===== config.mk =====
export PLATFORM = sky130hd
export DESIGN_NAME = dmi_access_reg
export DESIGN_NICKNAME = d
export VERILOG_FILES = /design/src/rtl/dmi_pkg.sv /design/src/rtl/dmi_scan_chain.sv /design/src/rtl/dmi_op_tracker.sv /design/src/rtl/dmi_access_reg.sv
export SDC_FILE = /design/constraint.sdc
export NUM_CORES = 1
export LEC_CHECK = 0
export BUFFER_PORTS_ARGS = -buffer_cell sky130_fd_sc_hd__buf_2
export CORE_ASPECT_RATIO = 2
export CORE_UTILIZATION = 33
export DETAILED_ROUTE_END_ITERATION = 7
export PLACE_DENSITY = 0.48
export SLEW_MARGIN = 40
export SYNTH_ARGS = -nofsm -noshare
export SYNTH_HDL_FRONTEND = slang
export SYNTH_SLANG_ARGS = --single-unit

===== constraint.sdc =====
create_clock -name clk -period 2.8 [get_ports clk]
set_input_delay 0.28 -clock clk [delete_from_list [all_inputs] [get_ports clk]]
set_output_delay 0.28 -clock clk [all_outputs]
set_load 0.02 [all_outputs]

===== src/rtl/dmi_pkg.sv =====
package dmi_pkg;
   typedef enum logic [1:0] {
      OP_NOP   = 2'd0,
      OP_READ  = 2'd1,
      OP_WRITE = 2'd2,
      OP_RSV   = 2'd3
   } dmi_op_e;

   localparam logic [1:0] ST_OK   = 2'd0;
   localparam logic [1:0] ST_RSVD = 2'd1;
   localparam logic [1:0] ST_FAIL = 2'd2;
   localparam logic [1:0] ST_BUSY = 2'd3;

   // a reserved response code is recorded as a failure
   function automatic logic [1:0] map_status(input logic [1:0] s);
      return (s == ST_RSVD) ? ST_FAIL : s;
   endfunction
endpackage


===== src/rtl/dmi_scan_chain.sv =====
module dmi_scan_chain #(
   parameter int W       = 41,
   parameter bit TDO_REG = 1'b0
) (
   input  logic         clk,
   input  logic         rst_n,
   input  logic         clr,
   input  logic         ld,
   input  logic         sh,
   input  logic [W-1:0] ld_val,
   input  logic         tdi,
   output logic [W-1:0] sr,
   output logic         tdo
);
   always_ff @(posedge clk or negedge rst_n) begin
      if (!rst_n)    sr <= '0;
      else if (clr)  sr <= '0;
      else if (ld)   sr <= ld_val;
      else if (sh)   sr <= {tdi, sr[W-1:1]};
   end

   generate
      if (TDO_REG) begin : g_tdo_flop
         logic tdo_q;
         always_ff @(posedge clk or negedge rst_n) begin
            if (!rst_n) tdo_q <= 1'b0;
            else        tdo_q <= sr[0];
         end
         assign tdo = tdo_q;
      end else begin : g_tdo_direct
         assign tdo = sr[0];
      end
   endgenerate
endmodule


===== src/rtl/dmi_op_tracker.sv =====
module dmi_op_tracker
   import dmi_pkg::*;
#(
   parameter int AW = 7,
   parameter int DW = 32
) (
   input  logic          clk,
   input  logic          rst_n,
   input  logic          clr,
   input  logic          upd,
   input  logic [AW-1:0] upd_addr,
   input  logic [DW-1:0] upd_data,
   input  logic [1:0]    upd_op,
   input  logic          stat_clr,
   input  logic          resp_valid,
   input  logic [DW-1:0] resp_data,
   input  logic [1:0]    resp_status,
   output logic          req_valid,
   output logic          req_write,
   output logic [AW-1:0] req_addr,
   output logic [DW-1:0] req_wdata,
   output logic [DW-1:0] hold_data,
   output logic [1:0]    status,
   output logic          pending
);
   logic is_acc, go, done;

   assign is_acc = upd && (upd_op == OP_READ || upd_op == OP_WRITE);
   assign go     = is_acc && (status == ST_OK) && !pending;
   assign done   = pending && resp_valid;

   always_ff @(posedge clk or negedge rst_n) begin
      if (!rst_n) begin
         req_valid <= 1'b0;
         req_write <= 1'b0;
         req_addr  <= '0;
         req_wdata <= '0;
         hold_data <= '0;
         status    <= ST_OK;
         pending   <= 1'b0;
      end else begin
         req_valid <= 1'b0;
         if (clr) begin
            pending <= 1'b0;
            status  <= ST_OK;
         end else begin
            if (go) begin
               req_valid <= 1'b1;
               req_write <= (upd_op == OP_WRITE);
               req_addr  <= upd_addr;
               req_wdata <= upd_data;
               pending   <= 1'b1;
            end else if (done) begin
               pending <= 1'b0;
            end
            if (done) hold_data <= resp_data;
            if (stat_clr)
               status <= ST_OK;
            else if (is_acc && status == ST_OK && pending)
               status <= ST_BUSY;
            else if (done && status == ST_OK && resp_status != ST_OK)
               status <= map_status(resp_status);
         end
      end
   end
endmodule


===== src/rtl/dmi_access_reg.sv =====
module dmi_access_reg
   import dmi_pkg::*;
#(
   parameter int ADDR_W  = 7,
   parameter int DATA_W  = 32,
   parameter bit TDO_REG = 1'b0
) (
   input  logic              clk,
   input  logic              rst_n,
   input  logic              tlr,
   input  logic              dmi_sel,
   input  logic              capture_dr,
   input  logic              shift_dr,
   input  logic              update_dr,
   input  logic              tdi,
   output logic              tdo,
   input  logic              stat_clr,
   output logic              req_valid,
   output logic              req_write,
   output logic [ADDR_W-1:0] req_addr,
   output logic [DATA_W-1:0] req_wdata,
   input  logic              resp_valid,
   input  logic [DATA_W-1:0] resp_data,
   input  logic [1:0]        resp_status
);
   localparam int OP_W    = 2;
   localparam int FRAME_W = ADDR_W + DATA_W + OP_W;
   localparam int D_LSB   = OP_W;
   localparam int A_LSB   = OP_W + DATA_W;

   generate
      if (ADDR_W < 1 || ADDR_W > 32) begin : g_bad_addr_w
         $error("ADDR_W out of range");
      end
      if (DATA_W < 1 || DATA_W > 64) begin : g_bad_data_w
         $error("DATA_W out of range");
      end
   endgenerate

   logic [FRAME_W-1:0] sr, cap_val;
   logic [DATA_W-1:0]  hold_w;
   logic [1:0]         sticky_w;
   logic               pending_w;

   assign cap_val = {req_addr, hold_w, sticky_w};

   dmi_scan_chain #(.W(FRAME_W), .TDO_REG(TDO_REG)) u_chain (
      .clk    (clk),
      .rst_n  (rst_n),
      .clr    (tlr),
      .ld     (dmi_sel && capture_dr),
      .sh     (dmi_sel && shift_dr),
      .ld_val (cap_val),
      .tdi    (tdi),
      .sr     (sr),
      .tdo    (tdo)
   );

   dmi_op_tracker #(.AW(ADDR_W), .DW(DATA_W)) u_track (
      .clk         (clk),
      .rst_n       (rst_n),
      .clr         (tlr),
      .upd         (dmi_sel && update_dr),
      .upd_addr    (sr[A_LSB +: ADDR_W]),
      .upd_data    (sr[D_LSB +: DATA_W]),
      .upd_op      (sr[OP_W-1:0]),
      .stat_clr    (stat_clr),
      .resp_valid  (resp_valid),
      .resp_data   (resp_data),
      .resp_status (resp_status),
      .req_valid   (req_valid),
      .req_write   (req_write),
      .req_addr    (req_addr),
      .req_wdata   (req_wdata),
      .hold_data   (hold_w),
      .status      (sticky_w),
      .pending     (pending_w)
   );
endmodule


# Word-level counts from Yosys, hierarchy flattened
# Cells that the tools add are included.
dict set report word_totals {
  register_bits 117
  inputBits 44
  out_inout_bits 42
  wordCells 44
}
dict set report classes {
  n_eq_ne 3
  muxes 13
  n_bitwise 1
  n_reduce_logical 19
}
# cell n
set ops {}
lappend ops {{$mux W41} 3}
lappend ops {{$logic_and A1 B1 Y1} 10}
lappend ops {{$mux W2} 5}
lappend ops {{$reduce_bool A3 Y1} 2}
lappend ops {{$mux W1} 5}
lappend ops {{$eq A2 B1 Y1 const B} 2}
lappend ops {{$reduce_and A2 Y1} 2}
lappend ops {{$reduce_bool A4 Y1} 1}
lappend ops {{$eq A2 B2 Y1 const B} 1}
lappend ops {{$logic_not A2 Y1} 1}
lappend ops {{$reduce_bool A2 Y1} 1}
lappend ops {{$logic_not A1 Y1} 1}
lappend ops {{$logic_or A1 B1 Y1} 1}
lappend ops {{$not A1 Y1} 1}

# Depth between registers and ports, before layout
dict set report logic_depth {
  ltp_word 8
  depth_mapped 6
}

# By module
# From an unflattened synthesis, not the netlist that was laid out.
dict set report hier_totals {
  cells_unflattened 362
  area_unflattened_um2 5277.6
}
# module instances cells_each area_each_um2 seq_area_each_um2
set by_module_without_submodules {}
lappend by_module_without_submodules {dmi_op_tracker 1 175 3090.5 1901.8}
lappend by_module_without_submodules {dmi_scan_chain 1 184 2168.3 1026.0}
lappend by_module_without_submodules {dmi_access_reg 1 3 18.8 0.0}

# Worst setup path before layout
# Ideal clock, no wire load.
dict set report synth_path {
  kind {flip-flop to flip-flop}
  startpoint {register u_chain.sr[0]}
  endpoint {register u_track.req_addr[0]}
  setup_ns 0.125
  t_arrival_ns 1.597
  t_required_ns 2.675
  slack_ns 1.078
  path_stages_with_launch 7
  n_path_buf 1
  period_less_slack_ns 1.722
  cell_sequence {dfrtp_1 inv_1 ha_1 and2b_1 nand3_4 buf_6 mux2_4}
}
dict set report synth_via {
  elab_chain_len 6
  elab_cells_between_ends 7
  cone_classes {eq/ne: 2; reduce/logical: 5}
}
# item line_no
set synth_rtl {}
lappend synth_rtl {{start, declared} dmi_scan_chain.sv:12} ;# output logic [W-1:0] sr,
lappend synth_rtl {{start signal, assigned} dmi_scan_chain.sv:18} ;# else if (ld) sr <= ld_val;
lappend synth_rtl {{start signal, assigned} dmi_scan_chain.sv:19} ;# else if (sh) sr <= {tdi, sr[W-1:1]};
lappend synth_rtl {{$eq A2 B1 Y1 or $eq A2 B2 Y1 (tied branches)} dmi_op_tracker.sv:28} ;# assign is_acc = upd && (upd_op == OP_READ || upd_op == OP_WRITE);
lappend synth_rtl {{$logic_or A1 B1 Y1 (*)} dmi_op_tracker.sv:28}
lappend synth_rtl {{$logic_and A1 B1 Y1 (*)} dmi_op_tracker.sv:28}
lappend synth_rtl {{$logic_and A1 B1 Y1 (*) (2 in a row)} dmi_op_tracker.sv:29} ;# assign go = is_acc && (status == ST_OK) && !pending;
lappend synth_rtl {{$reduce_and A2 Y1 (no source line) (*)} -}
lappend synth_rtl {{end signal, assigned} dmi_op_tracker.sv:50} ;# req_addr <= upd_addr;
lappend synth_rtl {{end, declared} dmi_op_tracker.sv:20} ;# output logic [AW-1:0] req_addr,
# Every way passes the cells marked *; elsewhere a longest branch is shown, timed or not.
# A chain may end at the register's enable or synchronous reset.

# Worst setup path after layout
dict set report layout_path {
  startpoint {register u_chain.sr[0]}
  endpoint {register u_track.req_wdata[0]}
}
dict set report layout_via {
  elab_chain_len 6
  elab_cells_between_ends 7
  cone_classes {eq/ne: 2; reduce/logical: 5}
}
# item line_no
set layout_rtl {}
lappend layout_rtl {{$eq A2 B1 Y1 or $eq A2 B2 Y1 (tied branches)} dmi_op_tracker.sv:28}
lappend layout_rtl {{$logic_or A1 B1 Y1 (*)} dmi_op_tracker.sv:28}
lappend layout_rtl {{$logic_and A1 B1 Y1 (*)} dmi_op_tracker.sv:28}
lappend layout_rtl {{$logic_and A1 B1 Y1 (*) (2 in a row)} dmi_op_tracker.sv:29}
lappend layout_rtl {{$reduce_and A2 Y1 (no source line) (*)} -}
lappend layout_rtl {{end signal, assigned} dmi_op_tracker.sv:51} ;# req_wdata <= upd_data;
lappend layout_rtl {{end, declared} dmi_op_tracker.sv:21} ;# output logic [DW-1:0] req_wdata,
# Marked as above.

==> results.yml <==
logic_synthesis:
  synth_top_family_by_area: "multiplexers"
  synth-seq-cells: 117
  avgSynthCellArea_um2: 15.7
  synthArstFlopShare_pct: 100
  synth-xor-area-share_pct: 0
  synth.area.mux_share_pct: 27.7
  synth_flop_cell: "dfrtp_1"
  synth_area_leaders: "dfrtp_1, mux2_4, mux2i_1, mux2_2, o2bb2ai_1"
  yosysWarnings: 0
  synth_seq_area_share_pct: 59.2
  synth_most_common_cell: "dfrtp_1"
  synthCells: 316
  synth_largest_area_cell: "dfrtp_1"
  netlist-cell-type-count: 24
  synth_edf_count: 0
  synthSimpleGateAreaFrac_pct: 1.77
  synth-adder-area-share_pct: 0.253
  synth_compound_area_share_pct: 8.27
  synth_common_cells: "dfrtp_1, mux2i_1, o2bb2ai_1"
  syn_nets: 361
  syn_area_mm2: 0.00495
  synth_top_area_share_pct: 59.2
cells_and_area:
  final_core_util_pct: 42.1
  diodes: 0
  drive_gt1_share_pct: 47.5
  seqCellArea_mm2: 0.00293
  nets: 454
  postLayoutCellArea_mm2: 0.00621
  fillers: 1407
  layout.cells.non_filler: 616
  multiInputGateArea_mm2: 0.00190
  area_delta_synth_final_pct: 25.5
drt:
  wirelength_mm: 11.0
  drtIter0Drc: 144
  drcViolationCount: 0
  avgRoutedWirePerCell_um: 17.9
  ant_nets: 0
  dr.pass1.iters: 4
  dr_total_vias: 2970
  vias_per_cell: 4.82
timing:
  hold_ws_ns: 0.101
  slew_headroom_pct: 63.8
  max_freq_mhz: 477
  fin_crit_ns: 2.10
  finalWorstSetupSlack_ns: 0.704
  fin_tns_setup_ns: 0
  tightest_slew_ns: 0.542
  finalSetupViolations: 0
  post-route-period-util_pct: 74.9
  hold_violations: 0
  clock_skew_ns: 0.00926
  rsz0062_at_grt: "no"
  slew_viol_final: 0
floorplanning:
  die_width_um: 88.6
  core_mm2: 0.0147
  die_h_um: 175
  start_util_pct: 33.6
  dieArea_mm2: 0.0155
  num_rows: 63
  pin_count: 86
placement:
  place_congestion: 0.723
  hpwl_mm: 7.24
  pre_cts_slack_ns: 0.692
  dpl_cell_area_mm2: 0.00560
  place_inst: 584
  port_buffers: 85
power_and_ir_drop:
  p_int_mw: 3.17
  leakage_nw: 3.35
  clock_power_share_pct: 53.6
  sw_frac_of_total_pct: 20.8
  design_power_total_mw: 4.01
  pwr-share-comb_pct: 3.8
  powerDensity_mw_per_mm2: 645
  seqPwrFrac_pct: 42.6
  power_switching_mw: 0.834
  peakVddDrop_v: 0.000332
global_routing:
  grt_pass1_wl_mm: 17.7
  grt_usage_pct: 15.6
  grt_pass1_vias: 3190
  grt_max_degree: 55
  grt.overflow.total: 0
  antenna_found_initial: 1
setup_path:
  criticalPathCategory: "flop to flop"
  reg2reg_slack_ns: 0.70
  cp.required_ns: 3.08
  critPathMaxFanout: 22
  end_kind: "flop"
  crit_arrival_ns: 2.38
  cp-start-kind: "flop"
clocking:
  cts.sinks: 117
  clk_pin_slew_ns: 0.05
  cts_buffers: 17
  clockBufferDepth: 2
  clock_latency_ns: 0.41
  cts-resized-gates: 0
  tritoncts: "yes"
  cts-root-buf: "clkbuf_16"
  htree_levels: 4
run:
  maxCapViolCount: 0
min_path:
  hold_class: "primary input to flop"
outcome:
  status: "complete, no violations"
## metal layers
metal,track usage (%),vias to the layer above,wire length [um]
li1,-,1351,-
met1,18.6,1534,4530
met2,25.7,64,5860
met3,3.64,19,333
met4,7.80,2,301
met5,0,-,13
## cell families (layout without fill, tap and decap cells)
kind of cell,count (synthesis),in the layout
compound gates,49,49
buf+inv,24,129
mux,113,113
simple gates,12,12
fa+ha+maj,1,1
flops,117,117
## final cells by class
cell class / instances / area share (%)
sequential: 117 / 47.2
multi-input combinational: 175 / 30.6
timing repair buffer: 94 / 8.49
clock buffer: 23 / 8.02
tap: 195 / 3.93
clock inverter: 8 / 1.57
inverter: 4 / 0.242
## what timing repair did
action	4_1_cts	5_1_grt
setup buffers	0	0
endpoints found under the setup margin	0	0
endpoints found under the hold margin	40	0
hold buffers	1	0
## sequential cells by signal, indices dropped and copies added, names as in the netlist
register and count:
u_chain.sr 41, u_track.hold_data 32, u_track.req_wdata 32, u_track.req_addr 7, u_track.status 2, u_track.pending 1
u_track.req_valid 1, u_track.req_write 1
## cells in the final DEF (no fill, tap or decap)
cell             n
nand3b_1         1
buf_12           2
nor2_1           2
clkinvlp_4       3
nor3b_4          1
buf_2           84
a21oi_1          1
inv_1            4
clkinv_2         3
buf_4            6
dfrtp_1        117
bufinv_16        2
nor2_4           1
o211ai_1         1
mux2_4          40
o21a_1           1
nand2b_1         1
and2b_1          1
mux2i_1         41
clkbuf_1         1
clkbuf_8         5
ha_1             1
clkbuf_16       17
dlygate4sd3_1    1
o21ai_0          3
nand3_1          1
nand2b_4         1
nand2_1          1
a41oi_1          1
mux2_2          32
nand3_4          1
buf_6            1
nand2_2          1
o2bb2ai_1       41
a31oi_1          1
## final timing paths
kind,start,end,depth (start not counted)
hold / removal,resp_data[20],u_track.hold_data[20]$_DFFE_PN0P_,2
min in group asynchronous,rst_n,u_track.hold_data[7]$_DFFE_PN0P_,2
setup reg to reg,u_chain.sr[0]$_DFFE_PN0P_,u_track.req_wdata[0]$_DFFE_PN0P_,6
max in group asynchronous,rst_n,u_track.req_wdata[25]$_DFFE_PN0P_,3
hold reg to reg,u_track.hold_data[31]$_DFFE_PN0P_,u_track.hold_data[31]$_DFFE_PN0P_,1
setup / recovery,u_chain.sr[0]$_DFFE_PN0P_,u_track.req_wdata[0]$_DFFE_PN0P_,6
## worst max-delay path, stage by stage, from the launching register on
cell     delay [ns]
dfrtp_1        0.36
inv_1          0.05
ha_1           0.27
and2b_1        0.26
nand3_4        0.37
buf_12         0.33
mux2_4         0.31
## power groups by stage
stage | clock, mW | combinational, mW | sequential [mW]
2_1_floorplan | 0 | 0.0613 | 1.73
3_5_place_dp | 0 | 0.156 | 1.74
6_report | 2.15 | 0.150 | 1.71
4_1_cts | 2.21 | 0.157 | 1.71
5_1_grt | 2.28 | 0.168 | 1.71
3_3_place_gp | 0 | 0.154 | 1.74
No activity file was read; power rests on OpenSTA's default activity.
